File: src/rtl/blk_xfer_seq.sv
module blk_xfer_seq #(
  parameter int ADDR_W = 32,
  parameter int NREG   = 16,
  localparam int IDX_W = $clog2(NREG),
  localparam int CNT_W = $clog2(NREG + 1)
) (
  input  logic              clk,
  input  logic              rst_n,
  input  logic              start_valid,
  output logic              start_ready,
  input  logic [ADDR_W-1:0] base_addr,
  input  logic [NREG-1:0]   reg_mask,
  input  logic [1:0]        mode,
  input  logic              is_load,
  input  logic              wb_en,
  output logic              mem_valid,
  input  logic              mem_ready,
  output logic              mem_write,
  output logic [ADDR_W-1:0] mem_addr,
  output logic [IDX_W-1:0]  mem_reg,
  output logic              done,
  output logic              wb_valid,
  output logic [ADDR_W-1:0] wb_addr
);

  typedef enum logic [1:0] {S_IDLE, S_RUN, S_DONE} state_t;

  state_t            st_q;
  logic [NREG-1:0]   pend_q;
  logic [ADDR_W-1:0] addr_q, wb_q;
  logic              wb_en_q, store_q;

  logic [CNT_W-1:0]  sel_cnt;
  logic [ADDR_W-1:0] span, first_addr, new_base;
  logic [IDX_W-1:0]  low_idx;
  logic              last_beat;

  always_comb begin
    sel_cnt = '0;
    for (int i = 0; i < NREG; i++) sel_cnt = sel_cnt + CNT_W'(reg_mask[i]);
  end

  always_comb begin
    low_idx = '0;
    for (int i = NREG - 1; i >= 0; i--)
      if (pend_q[i]) low_idx = IDX_W'(i);
  end

  assign span = ADDR_W'(sel_cnt) << 2;

  always_comb begin
    case (mode)
      2'b00:   first_addr = base_addr;
      2'b01:   first_addr = base_addr + ADDR_W'(4);
      2'b10:   first_addr = base_addr - span + ADDR_W'(4);
      default: first_addr = base_addr - span;
    endcase
  end

  assign new_base  = mode[1] ? base_addr - span : base_addr + span;
  assign last_beat = (pend_q & (pend_q - NREG'(1))) == '0;

  always_ff @(posedge clk or negedge rst_n) begin
    if (!rst_n) begin
      st_q    <= S_IDLE;
      pend_q  <= '0;
      addr_q  <= '0;
      wb_q    <= '0;
      wb_en_q <= 1'b0;
      store_q <= 1'b0;
    end else begin
      case (st_q)
        S_IDLE: if (start_valid) begin
          pend_q  <= reg_mask;
          addr_q  <= first_addr;
          wb_q    <= wb_en ? new_base : base_addr;
          wb_en_q <= wb_en;
          store_q <= !is_load;
          st_q    <= (reg_mask == '0) ? S_DONE : S_RUN;
        end
        S_RUN: if (mem_ready) begin
          pend_q <= pend_q & (pend_q - NREG'(1));
          addr_q <= addr_q + ADDR_W'(4);
          if (last_beat) st_q <= S_DONE;
        end
        default: st_q <= S_IDLE;
      endcase
    end
  end

  assign start_ready = st_q == S_IDLE;
  assign mem_valid   = st_q == S_RUN;
  assign mem_write   = mem_valid && store_q;
  assign mem_addr    = addr_q;
  assign mem_reg     = low_idx;
  assign done        = st_q == S_DONE;
  assign wb_valid    = done && wb_en_q;
  assign wb_addr     = wb_q;

endmodule

File: config.mk
export PLATFORM = sky130hd
export DESIGN_NAME = blk_xfer_seq
export DESIGN_NICKNAME = d
export VERILOG_FILES = /design/src/rtl/blk_xfer_seq.sv
export SDC_FILE = /design/constraint.sdc
export NUM_CORES = 1
export LEC_CHECK = 0
export BUFFER_PORTS_ARGS = -buffer_cell sky130_fd_sc_hd__buf_4
export CAP_MARGIN = 30
export CORE_UTILIZATION = 44
export CTS_BUF_LIST = sky130_fd_sc_hd__clkbuf_8
export DETAILED_ROUTE_END_ITERATION = 6
export GPL_ROUTABILITY_DRIVEN = 1
export GPL_TIMING_DRIVEN = 0
export PLACE_DENSITY = 0.68
export SLEW_MARGIN = 10
export SYNTH_ARGS = -nofsm -noshare
export SYNTH_HDL_FRONTEND = slang
export SYNTH_SLANG_ARGS = --single-unit
export TNS_END_PERCENT = 5
File: constraint.sdc
create_clock -name clk -period 3.75 [get_ports clk]
set_input_delay 0.375 -clock clk [delete_from_list [all_inputs] [get_ports clk]]
set_output_delay 0.375 -clock clk [all_outputs]
set_load 0.02 [all_outputs]
---- Yosys cells after proc, flatten, opt, wreduce, memory -nomap -nowiden ----
Cells that the tools add are included.
word-level totals
  output and inout port bits .............. 73
  logic and storage cells ................. 76
  input port bits ......................... 56
  register bits ........................... 84
cells by class
  multiplexer cells ....................... 30
  reduce and logical (&&, ||, !) cells .... 11
  add/subtract/negate cells ............... 21
  equal/unequal tests ..................... 7
  bitwise logic cells ..................... 1
operators with widths
  operator                                                                count
  32-bit 2-to-1 mux                                                       4
  32-bit by 3-bit adder with 32-bit output (second input constant)        3
  32-bit case mux with 3 select lines                                     1
  4-bit 2-to-1 mux                                                        16
  32-bit case mux with 2 select lines                                     1
  5-bit by 1-bit adder with 5-bit output                                  11
  32-bit by 7-bit adder with 32-bit output                                1
  16-bit zero test                                                        2
  16-bit 2-to-1 mux                                                       2
  16-bit case mux with 2 select lines                                     1
  32-bit by 7-bit subtractor with 32-bit output                           1
  16-bit bitwise AND                                                      1
  16-bit by 1-bit subtractor with 16-bit output (second input constant)   1
  2-bit 2-to-1 mux                                                        4
  3-bit AND reduction                                                     2
  4-bit by 1-bit adder with 5-bit output                                  1
  3-bit by 1-bit adder with 4-bit output                                  1
  2-bit by 1-bit equality test with 1-bit output (second input constant)  2
  2-bit equality test (second input constant)                             2
  2-bit zero test                                                         2
  2-bit by 1-bit != test with 1-bit output (second input constant)        2
  2-bit case mux with 2 select lines                                      1
  2-bit by 1-bit adder with 3-bit output                                  1
  1-bit by 1-bit adder with 2-bit output                                  1
  other kinds (5)                                                         6

---- Depth between registers and ports, before layout ----
Gate-level depths: netlist of run 1.
  depth after elaboration ................. 20
  gate-level depth with buffers ........... 24

---- Worst setup path before layout of run 1 ----
OpenSTA, ideal clock, no wires.
  kind .................................... input to register
  start point ............................. input reg_mask[0]
  end point ............................... register addr_q[25] (netlist: mem_addr[25])
  setup time .............................. 0.130 ns
  path slack .............................. -2.448 ns
  cell stages on the path ................. 20
  arrival time ............................ 6.068 ns
  buffers on the path ..................... 0
  data required time ...................... 3.620 ns
  path through ............................ inv_1 fa_1 fa_1 fa_1 fa_1 inv_1 ha_1 fa_1 a21o_1 and2_1 ha_1 or2b_2 nand3_1 or3_1 a222oi_1 and4_1 nand4_4 or4_1 nand3_1 a31oi_1
between the ends
  word-level cells in the longest chain between the ends .. 20
RTL lines
  what                                                     line    RTL
  start: declaration                                       12      input logic [NREG-1:0] reg_mask,
  1-bit by 1-bit adder with 2-bit output *                 40      for (int i = 0; i < NREG; i++) sel_cnt = sel_cnt + CNT_W'(reg_mask[i]);
  2-bit by 1-bit adder with 3-bit output *                 40
  3-bit by 1-bit adder with 4-bit output *                 40
  4-bit by 1-bit adder with 5-bit output *                 40
  5-bit by 1-bit adder with 5-bit output * (11 in series)  40
  32-bit by 7-bit subtractor with 32-bit output *          55, 56
  32-bit by 3-bit adder with 32-bit output                 55      2'b10: first_addr = base_addr - span + ADDR_W'(4);
  32-bit case mux with 3 select lines *                    52      case (mode)
  32-bit 2-to-1 mux *                                      73      S_IDLE: if (start_valid) begin
  32-bit case mux with 2 select lines *                    72      case (st_q)
  end signal: assignment                                   75      addr_q <= first_addr;
  end signal: assignment                                   83      addr_q <= addr_q + ADDR_W'(4);
  end: declaration                                         30      logic [ADDR_W-1:0] addr_q, wb_q;
Mark *: on every way between the ends. The rest lies on a longest branch, timed or not. The select of a mux whose other input is x is not followed.
A chain may end at the register's enable or synchronous reset.

---- Worst setup path after layout of run 1 ----
  start point ............................. input reg_mask[3]
  end point ............................... register addr_q[25] (netlist: mem_addr[25])
between the ends
  word-level cells in the longest chain between the ends .. 18
RTL lines
  what                                                     line
  3-bit by 1-bit adder with 4-bit output *                 40
  4-bit by 1-bit adder with 5-bit output *                 40
  5-bit by 1-bit adder with 5-bit output * (11 in series)  40
  32-bit by 7-bit subtractor with 32-bit output *          55, 56
  32-bit by 3-bit adder with 32-bit output                 55
  32-bit case mux with 3 select lines *                    52
  32-bit 2-to-1 mux *                                      73
  32-bit case mux with 2 select lines *                    72
Marks and branches as above.

==> results of run 1 <==
## registers in the layout, indices dropped and copies added, names as in the netlist
name	cells
wb_en_q	1
st_q	2
pend_q	16
wb_addr	32
store_q	1
mem_addr	32
## cell usage in the layout, fill, tap and decap left out, types with 19 or more instances in the layout
cell type / synthesis / layout
nand3_1: 39 / 34
xnor2_1: 41 / 35
nand2_1: 174 / 169
dfrtp_1: 84 / 84
o21ai_0: 112 / 89
a31oi_1: 21 / 19
buf_4: 4 / 134
xor2_1: 35 / 33
inv_1: 53 / 41
clkbuf_1: 58 / 57
nor3_1: 38 / 28
a21oi_1: 78 / 71
o21ai_1: 1 / 21
nor2_1: 86 / 75
## final timing paths
path	from	end	slack, ns	cells past startpoint
setup / recovery	reg_mask[3]	mem_addr[25]$_DFFE_PN0P_	-2.11	22
hold / removal	base_addr[0]	wb_addr[0]$_DFFE_PN0P_	0.16	3
setup reg to reg	st_q[0]$_DFFE_PN0P_	mem_addr[17]$_DFFE_PN0P_	0.62	8
hold reg to reg	wb_addr[1]$_DFFE_PN0P_	wb_addr[1]$_DFFE_PN0P_	0.48	2
max in group asynchronous	rst_n	wb_addr[5]$_DFFE_PN0P_	2.67	3
min in group asynchronous	rst_n	mem_addr[18]$_DFFE_PN0P_	0.46	2
## metal layers
layer | share of wire, % | up-vias | wire [um]
met5 | 0.040 | - | 13
met4 | 4.0 | 2 | 1290
met3 | 9.6 | 96 | 3110
met2 | 44 | 560 | 14300
met1 | 42 | 4569 | 13800
li1 | - | 4423 | -
## cell families (layout without fill, tap and decap cells)
logic type      count (synthesis)  after routing
fa+ha+maj                      36             36
simple gates                  475            475
compound gates                343            343
buf+inv                       128            287
mux                             4              4
xor+xnor                       77             77
flops                          84             84
## stage by stage
step	power (uW)	TNS (ns)
after global routing	8630	-92.51
after detailed placement	6620	-130.70
after global placement	6540	-128.30
final	8100	-82.28
after CTS	7750	-82.22
after floorplan	4960	-83.41
## worst max-delay path: cells and delay by family
kind	cells	cell delay, ns
AOI/OAI and AO/OA	4	0.84
buffers and inverters	5	0.45
adders and majority gates	7	2.89
and+or+nand+nor	6	1.59
## power breakdown
part | leakage [uW] | internal, uW | switching, uW
registers | 0.00101 | 1330 | 455
clock network | 0.000109 | 326 | 432
logic | 0.00313 | 2220 | 3330
total | 0.00425 | 3880 | 4220
## cell type report
cell class,count,area (um^2),share of cell area [%]
plain buffers,74,330,3.07
clock buffers,9,124,1.15
clock inverters,7,87.6,0.815
inverters,53,221,2.06
multi-input cells,935,6440,60.0
flip-flops and latches,84,2100,19.6
well taps,234,293,2.72
repair buffers,144,1140,10.7
## what timing repair did
item / CTS / global route
resized for setup: 108 / 63
pin swaps: 23 / 14
buffers inserted: 15 / 10
hold endpoints to repair: 33 / 0
endpoints found under the setup margin: 58 / 59
hold buffers: 1 / 0
==> flow_summary.ini, run 1 <==
[outcome]
status = finished, violations left
violations = setup timing

[cts]
cts_sinks = 84
cts_buffer_depth = 2
clockRootBuffer = clkbuf_8
clk_pin_slew_ns = 0.12
cts_made_buffers = 9
h-tree-depth = 3
clk-insertion-delay-late_ns = 0.42
cts_tree = done

[final_layout]
fin_nets = 1391
drive_above_1_share_pct = 23.7
diodes = 0
final_area_mm2 = 0.0107
syn_to_final_growth_pct = 27.2
final_core_util_pct = 57.3
final_cell_count_no_fill = 1540
nFillCells = 1734

[worst_hold_path]
hold_class = in2reg

[worst_setup_path]
cp_max_fo = 7
max_stage_delay_ns = 0.56
path_cells = buf_8, inv_4, fa_1, fa_1, fa_2, fa_1, inv_2, ha_4, fa_2, a21o_1, and2_4, ha_4, inv_2, o311a_4, or3_1, a222oi_1, buf_4, and4_4, nand4_4, or4_1, nand3_1, a31oi_1
crit_path_start_kind = primary input
arrival_ns = 6.14
path_class = in2reg
cp_common_cell = fa_1
crit_path_end_kind = register
cp.required_ns = 4.03
slowest_stage = fa_1

[detailed_routing]
drtPass1Iterations = 6
drt_iter0_markers = 1009
avgViaCountPerCell = 6.27
drtAntennaViolNets = 0
avgRoutedWirePerCell_um = 21.1
wirelength_mm = 32.6
vias = 9650
drc = 0

[yosys]
synth_top_area_share_pct = 24.9
synth_nets = 1237
synthXorXnorAreaFrac_pct = 8.07
ys_ff_latch = 84
synth_ff_type = dfrtp_1
synth_top_family_by_area = simple AND/OR/NAND/NOR gates
postSynthCellCount = 1147
avgSynthCellArea_um2 = 7.36
yosys.area_share.simple_pct = 28.4
synth.mux.area_fraction_pct = 0.489
yosys.area.top_type = dfrtp_1
ys_types = 85
netlist_top_cells_area = dfrtp_1 25%, nand2_1 7.7%, o21ai_0 6.6%
yosysWarnings = 0
yosysMostFrequentCell = nand2_1
synthAdderAreaFrac_pct = 6.34
netlist_top_cells_count = 174 x nand2_1, 112 x o21ai_0, 86 x nor2_1, 84 x dfrtp_1, 78 x a21oi_1
ys_seq_area_share_pct = 24.9
netlist_area_mm2 = 0.00845
async_flop_share_pct = 100
synth-compound-area-share_pct = 25.6
synth_edf_count = 0

[floorplan]
io_pins = 129
start_util_pct = 45.0
num_rows = 50
fp.coreArea_mm2 = 0.0188
dieArea_mm2 = 0.0198
die_h_um = 141
die_w_um = 141

[job]
maxCapViolCount = 0

[global_routing]
track_usage_pct = 33.2
use_met2_pct = 50.2
antenna_found_initial = 1
grt_pass1_wl_mm = 50.2
grt_pass1_vias = 8824
grt_max_degree = 52
gr-usage-met3_pct = 5.30
grt-busiest-layer = met2
met1_usage_pct = 46.7
grt_overflow = 0

[pwr]
p_leak_uw = 0.00425
ir_worst_vdd_mv = 0.442
p_per_area_mw_per_mm2 = 754

[placed_design]
globalplace.congestion = 0.992
pre_cts_ws_ns = -3.23
place_inst = 1499
placed_area_mm2 = 0.00971
dpl.hpwl_mm = 24.4
portBuffers = 116

[sta]
worst_slew_pin_slew_ns = 0.930
clock_skew_ns = 0.0271
hold_violations = 0
final.min_clock_period_ns = 5.86
fmax_mhz = 171
period_share_pct = 156
whs_ns = 0.156
slew_viol_final = 0
rsz0062_at_grt = yes
timing.final.setup_violations = 58
max_slew_margin_pct = 38.0
setup_ws_ns = -2.11
(Power assumes the default switching activity.)
==> inputs of run 2 (changes only) <==
==> constraint.sdc (replaced) <==
create_clock -name clk -period 7.04 [get_ports clk]
set_input_delay 0.704 -clock clk [delete_from_list [all_inputs] [get_ports clk]]
set_output_delay 0.704 -clock clk [all_outputs]
set_load 0.02 [all_outputs]
==> flow_summary.ini, run 2 (same netlist as run 1, synthesis figures left out) <==
[worst_setup_path]
cp_common_cell = fa_1
r2r-start = pend_q[5]$_DFFE_PN0P_
path_buf_inv = 6
crit_path_start_kind = primary input
cp.required_ns = 7.29
cp_max_fo = 10
crit_cells = 23
path_class = in2reg
rrSetupSlack_ns = 4.00
r2r-end = st_q[0]$_DFFE_PN0P_
arrival_ns = 7.02
cp_top_family = adder cells
crit_path_end_kind = register
rr_worst_depth = 9
max_stage_delay_ns = 0.57
path_cells = buf_4, inv_1, fa_1, fa_1, fa_1, fa_1, inv_1, ha_1, fa_1, xor2_1, ha_1, buf_4, nor2b_1, a2111oi_4, buf_6, o21ai_1, a222oi_1, buf_4, and4_1, nand4_4, or4_1, nand3_1, a31oi_1
slowest_stage = fa_1

[cts]
clockRootBuffer = clkbuf_8
cts_buffer_depth = 2
cts_sinks = 84
cts_tree = done
clk_pin_slew_ns = 0.10
clk-insertion-delay-late_ns = 0.39
h-tree-depth = 3
holdBufCountCts = 0
cts_made_buffers = 9

[global_routing]
grt_overflow = 0
track_usage_pct = 32.8
grt_pass1_wl_mm = 49.6
grt_pass1_vias = 8618
antenna_found_initial = 1
grt_max_degree = 46

[sta]
period_share_pct = 96.2
fmax_mhz = 148
clock_skew_ns = 0.0130
worst_slew_pin_slew_ns = 0.975
hold_violations = 0
timing.final.setup_violations = 0
final.min_clock_period_ns = 6.77
slew_viol_final = 0
max_slew_margin_pct = 34.4
rsz0062_at_grt = no
fin_setup_tns_ns = 0

[detailed_routing]
highest_layer = met4
drtAntennaViolNets = 0
vias = 9457
drc = 8
dr_wl_met3_mm = 3.12
drt_iter0_markers = 1239
wl_met2_mm = 13.9
wirelength_mm = 32.1
m1WireLength_mm = 13.8
avgRoutedWirePerCell_um = 21.1
avgViaCountPerCell = 6.23
drtPass1Iterations = 7

[placed_design]
globalplace.congestion = 0.988
dpl.hpwl_mm = 25.1
placed_area_mm2 = 0.00964
place_inst = 1499
portBuffers = 116

[final_layout]
final_area_mm2 = 0.00988
diodes = 0
syn_to_final_growth_pct = 17.0
layout_commonest_cell = nand2_1
seqCellArea_mm2 = 0.00210
most-common-layout-cells = 174 x nand2_1, 122 x buf_4, 112 x o21ai_0
fin_nets = 1370
final_cell_count_no_fill = 1519
nFillCells = 1895
multi_input_area_mm2 = 0.00583
drive_above_1_share_pct = 14.2

[pwr]
p_leak_uw = 0.00400
ir_worst_vdd_mv = 0.261
p_per_area_mw_per_mm2 = 397

[floorplan]
die_h_um = 141
fp.coreArea_mm2 = 0.0188
num_rows = 50
start_util_pct = 45.0
die_w_um = 141
io_pins = 129
dieArea_mm2 = 0.0198

[worst_hold_path]
hold_class = in2async

[outcome]
violations = DRC
status = finished, violations left

[job]
maxCapViolCount = 0
[run 2: stage by stage]
stage / hold slack, ns / util (%) / power [uW] / worst slack, ns
after floorplan: 0.408 / - / 2600 / 0.513
after global placement: 0.457 / 51.2 / 3460 / -0.379
after detailed placement: 0.463 / 51.4 / 3490 / -0.404
after CTS: 0.309 / 52.5 / 3880 / 0.0275
after global routing: 0.337 / 52.7 / 4200 / 0.0209
final: 0.290 / 52.7 / 3930 / 0.266
[run 2: layout make-up]
cell class	count	share of cell area [%]
inverter	53	2.01
sequential	84	21.3
clock buffer	9	1.25
buffer	75	3.32
multi-input combinational	935	59.0
clock inverter	7	0.760
tap	234	2.96
timing repair buffer	122	9.38
[run 2: report_power, final]
part	total [uW]	leakage [uW]	internal [uW]	switching [uW]
Combinational	2590	0.00289	972	1620
Sequential	956	0.00101	711	245
Clock	382	0.000103	167	214
Total	3930	0.00400	1850	2070
[run 2: worst max-delay path by stage]
stage | from | slack, ns | end
finish | reg_mask[1] | 0.27 | mem_addr[25]$_DFFE_PN0P_
global route | reg_mask[1] | 0.02 | mem_addr[28]$_DFFE_PN0P_
CTS | reg_mask[1] | 0.03 | mem_addr[25]$_DFFE_PN0P_
detailed placement | reg_mask[1] | -0.40 | mem_addr[25]$_DFFE_PN0P_
global placement | reg_mask[1] | -0.38 | mem_addr[25]$_DFFE_PN0P_
floorplan | reg_mask[0] | 0.51 | mem_addr[25]$_DFFE_PN0P_
[run 2: timing repair]
item / in CTS / in global routing
gates resized for setup: 0 / 3
buffers inserted: 2 / 0
endpoints found under the setup margin: 2 / 7
pin swaps: 1 / 0
[run 2: per-layer routing]
layer,up-vias,global-route usage (%)
met2,538,51.1
li1,4383,-
met3,93,5.37
met5,-,0
met1,4443,45.3
met4,0,12.8
==> inputs of run 3 (changes only) <==
--- a/config.mk
+++ b/config.mk
@@ -7,6 +7,7 @@
 export LEC_CHECK = 0
 export BUFFER_PORTS_ARGS = -buffer_cell sky130_fd_sc_hd__buf_4
 export CAP_MARGIN = 30
+export CORE_MARGIN = 2
 export CORE_UTILIZATION = 44
 export CTS_BUF_LIST = sky130_fd_sc_hd__clkbuf_8
 export DETAILED_ROUTE_END_ITERATION = 6
==> constraint.sdc (replaced) <==
create_clock -name clk -period 6.9 [get_ports clk]
set_input_delay 0.69 -clock clk [delete_from_list [all_inputs] [get_ports clk]]
set_output_delay 0.69 -clock clk [all_outputs]
set_load 0.02 [all_outputs]
==> flow_summary.ini, run 3 (same netlist as run 1, synthesis figures left out) <==
[final_layout]
final_core_util_pct = 52.8
most-common-layout-cells = 174 x nand2_1, 122 x buf_4, 112 x o21ai_0
fin_nets = 1368
drive_above_1_share_pct = 14.7
diodes = 0
layout_commonest_cell = nand2_1
final_area_mm2 = 0.00990
syn_to_final_growth_pct = 17.2

[worst_setup_path]
r2r-end = st_q[0]$_DFFE_PN0P_
crit_start = reg_mask[1]
crit_path_end_kind = register
arrival_ns = 6.82
rrSetupSlack_ns = 3.90
slowest_stage = fa_1
r2r-start = pend_q[5]$_DFFE_PN0P_
path_cells = buf_4, inv_1, fa_1, fa_1, fa_1, fa_1, inv_1, ha_1, fa_2, a21o_1, and2_1, ha_2, or2b_2, nand3_2, or3_1, a222oi_1, buf_4, and4_2, nand4_4, or4_1, nand3_1, a31oi_1
crit_path_start_kind = primary input
path_class = in2reg
cp.required_ns = 7.15
cp_max_fo = 8
max_stage_delay_ns = 0.54
cp_common_cell = fa_1
rr_worst_depth = 9

[placed_design]
dpl.hpwl_mm = 25.0
pre_cts_ws_ns = -0.615
portBuffers = 116
placed_area_mm2 = 0.00964
globalplace.congestion = 1.03

[floorplan]
die_h_um = 143
io_pins = 129
num_rows = 50
start_util_pct = 45.0
dieArea_mm2 = 0.0203
die_w_um = 143
fp.coreArea_mm2 = 0.0188

[pwr]
p_leak_uw = 0.00399
p_comb_share_pct = 66.4
ir_worst_vdd_mv = 0.282
internal_power_uw = 1880
p_seq_share_pct = 24.1
clkPwrFrac_pct = 9.4
switching_power_uw = 2150
p_sw_share_pct = 53.3
p_per_area_mw_per_mm2 = 407

[sta]
worst_slew_pin_slew_ns = 0.994
fmax_mhz = 152
period_share_pct = 95.2
clock_skew_ns = 0.0119
setup_ws_ns = 0.328
timing.final.setup_violations = 0
final.min_clock_period_ns = 6.57
hold_violations = 0
fin_setup_tns_ns = 0
rsz0062_at_grt = no
max_slew_margin_pct = 33.2
slew_viol_final = 0

[global_routing]
grt_overflow = 0
grt_pass1_vias = 8664
grt_pass1_wl_mm = 49.4
grt_max_degree = 53
antenna_found_initial = 0
track_usage_pct = 31.6

[detailed_routing]
drt_iter0_markers = 1150
drtPass1Iterations = 5
vias = 9497
avgViaCountPerCell = 6.26
wirelength_mm = 32.1
drc = 0
drtAntennaViolNets = 0
avgRoutedWirePerCell_um = 21.2

[cts]
clk-insertion-delay-late_ns = 0.39
cts_tree = done
cts_sinks = 84
clk_pin_slew_ns = 0.11
cts_buffer_depth = 2
h-tree-depth = 3
clockRootBuffer = clkbuf_8
cts_made_buffers = 9
holdBufCountCts = 0

[worst_hold_path]
hold_class = in2async

[job]
maxCapViolCount = 0

[outcome]
status = finished, final reports clean
run 3: how the worst max path moves through the flow:
stage                          endpoint  slack (ns)  cells past startpoint
5_1_grt        mem_addr[25]$_DFFE_PN0P_        0.05                     21
4_1_cts        mem_addr[27]$_DFFE_PN0P_      0.0001                     21
6_report       mem_addr[25]$_DFFE_PN0P_        0.33                     22
3_5_place_dp   mem_addr[25]$_DFFE_PN0P_       -0.61                     21
2_1_floorplan  mem_addr[25]$_DFFE_PN0P_        0.39                     20
3_3_place_gp   mem_addr[25]$_DFFE_PN0P_       -0.53                     21
run 3: final cells by class:
class | instances | area, um^2
fill | 1918 | 8870
multi-input combinational | 935 | 5870
sequential | 84 | 2100
timing repair buffer | 120 | 918
buffer | 75 | 329
tap | 234 | 293
inverter | 53 | 199
clock buffer | 11 | 151
clock inverter | 5 | 43.8
run 3: repair_timing:
action,CTS,global route
pin swaps,1,1
endpoints found under the setup margin,5,10
setup buffers,2,0
resized for setup,2,10
run 3: per-layer routing:
layer	up-vias	track usage, %	share of wire, %
met5	-	0	0
met4	0	10.6	3.4
met3	85	4.24	9.7
met2	560	49.1	44
met1	4479	45.2	43
li1	4373	-	-
run 3: worst max-delay path, delay by kind of cell:
kind / cells / cell delay [ns]
adder cells (fa/ha/maj): 7 / 2.93
AND/OR/NAND/NOR: 8 / 2.19
AO/OA/AOI/OAI: 3 / 0.54
buffers and inverters: 4 / 0.47
run 3: metrics by stage:
| step | power (uW) | cells | hold slack (ns) |
|---|---|---|---|
| floorplan | 2650 | 1147 | 0.394 |
| global placement | 3520 | 1497 | 0.455 |
| detailed placement | 3570 | 1498 | 0.464 |
| CTS | 3960 | 1516 | 0.269 |
| global route | 4300 | 1517 | 0.284 |
| finish | 4030 | 1517 | 0.249 |
run 3: power by group through the flow:
| stage | Clock [uW] | Combinational, uW | Sequential (uW) |
|---|---|---|---|
| finish | 380 | 2670 | 971 |
| global route | 401 | 2890 | 1010 |
| CTS | 382 | 2610 | 966 |
| detailed placement | 0 | 2600 | 976 |
| global placement | 0 | 2560 | 969 |
| floorplan | 0 | 1520 | 1130 |
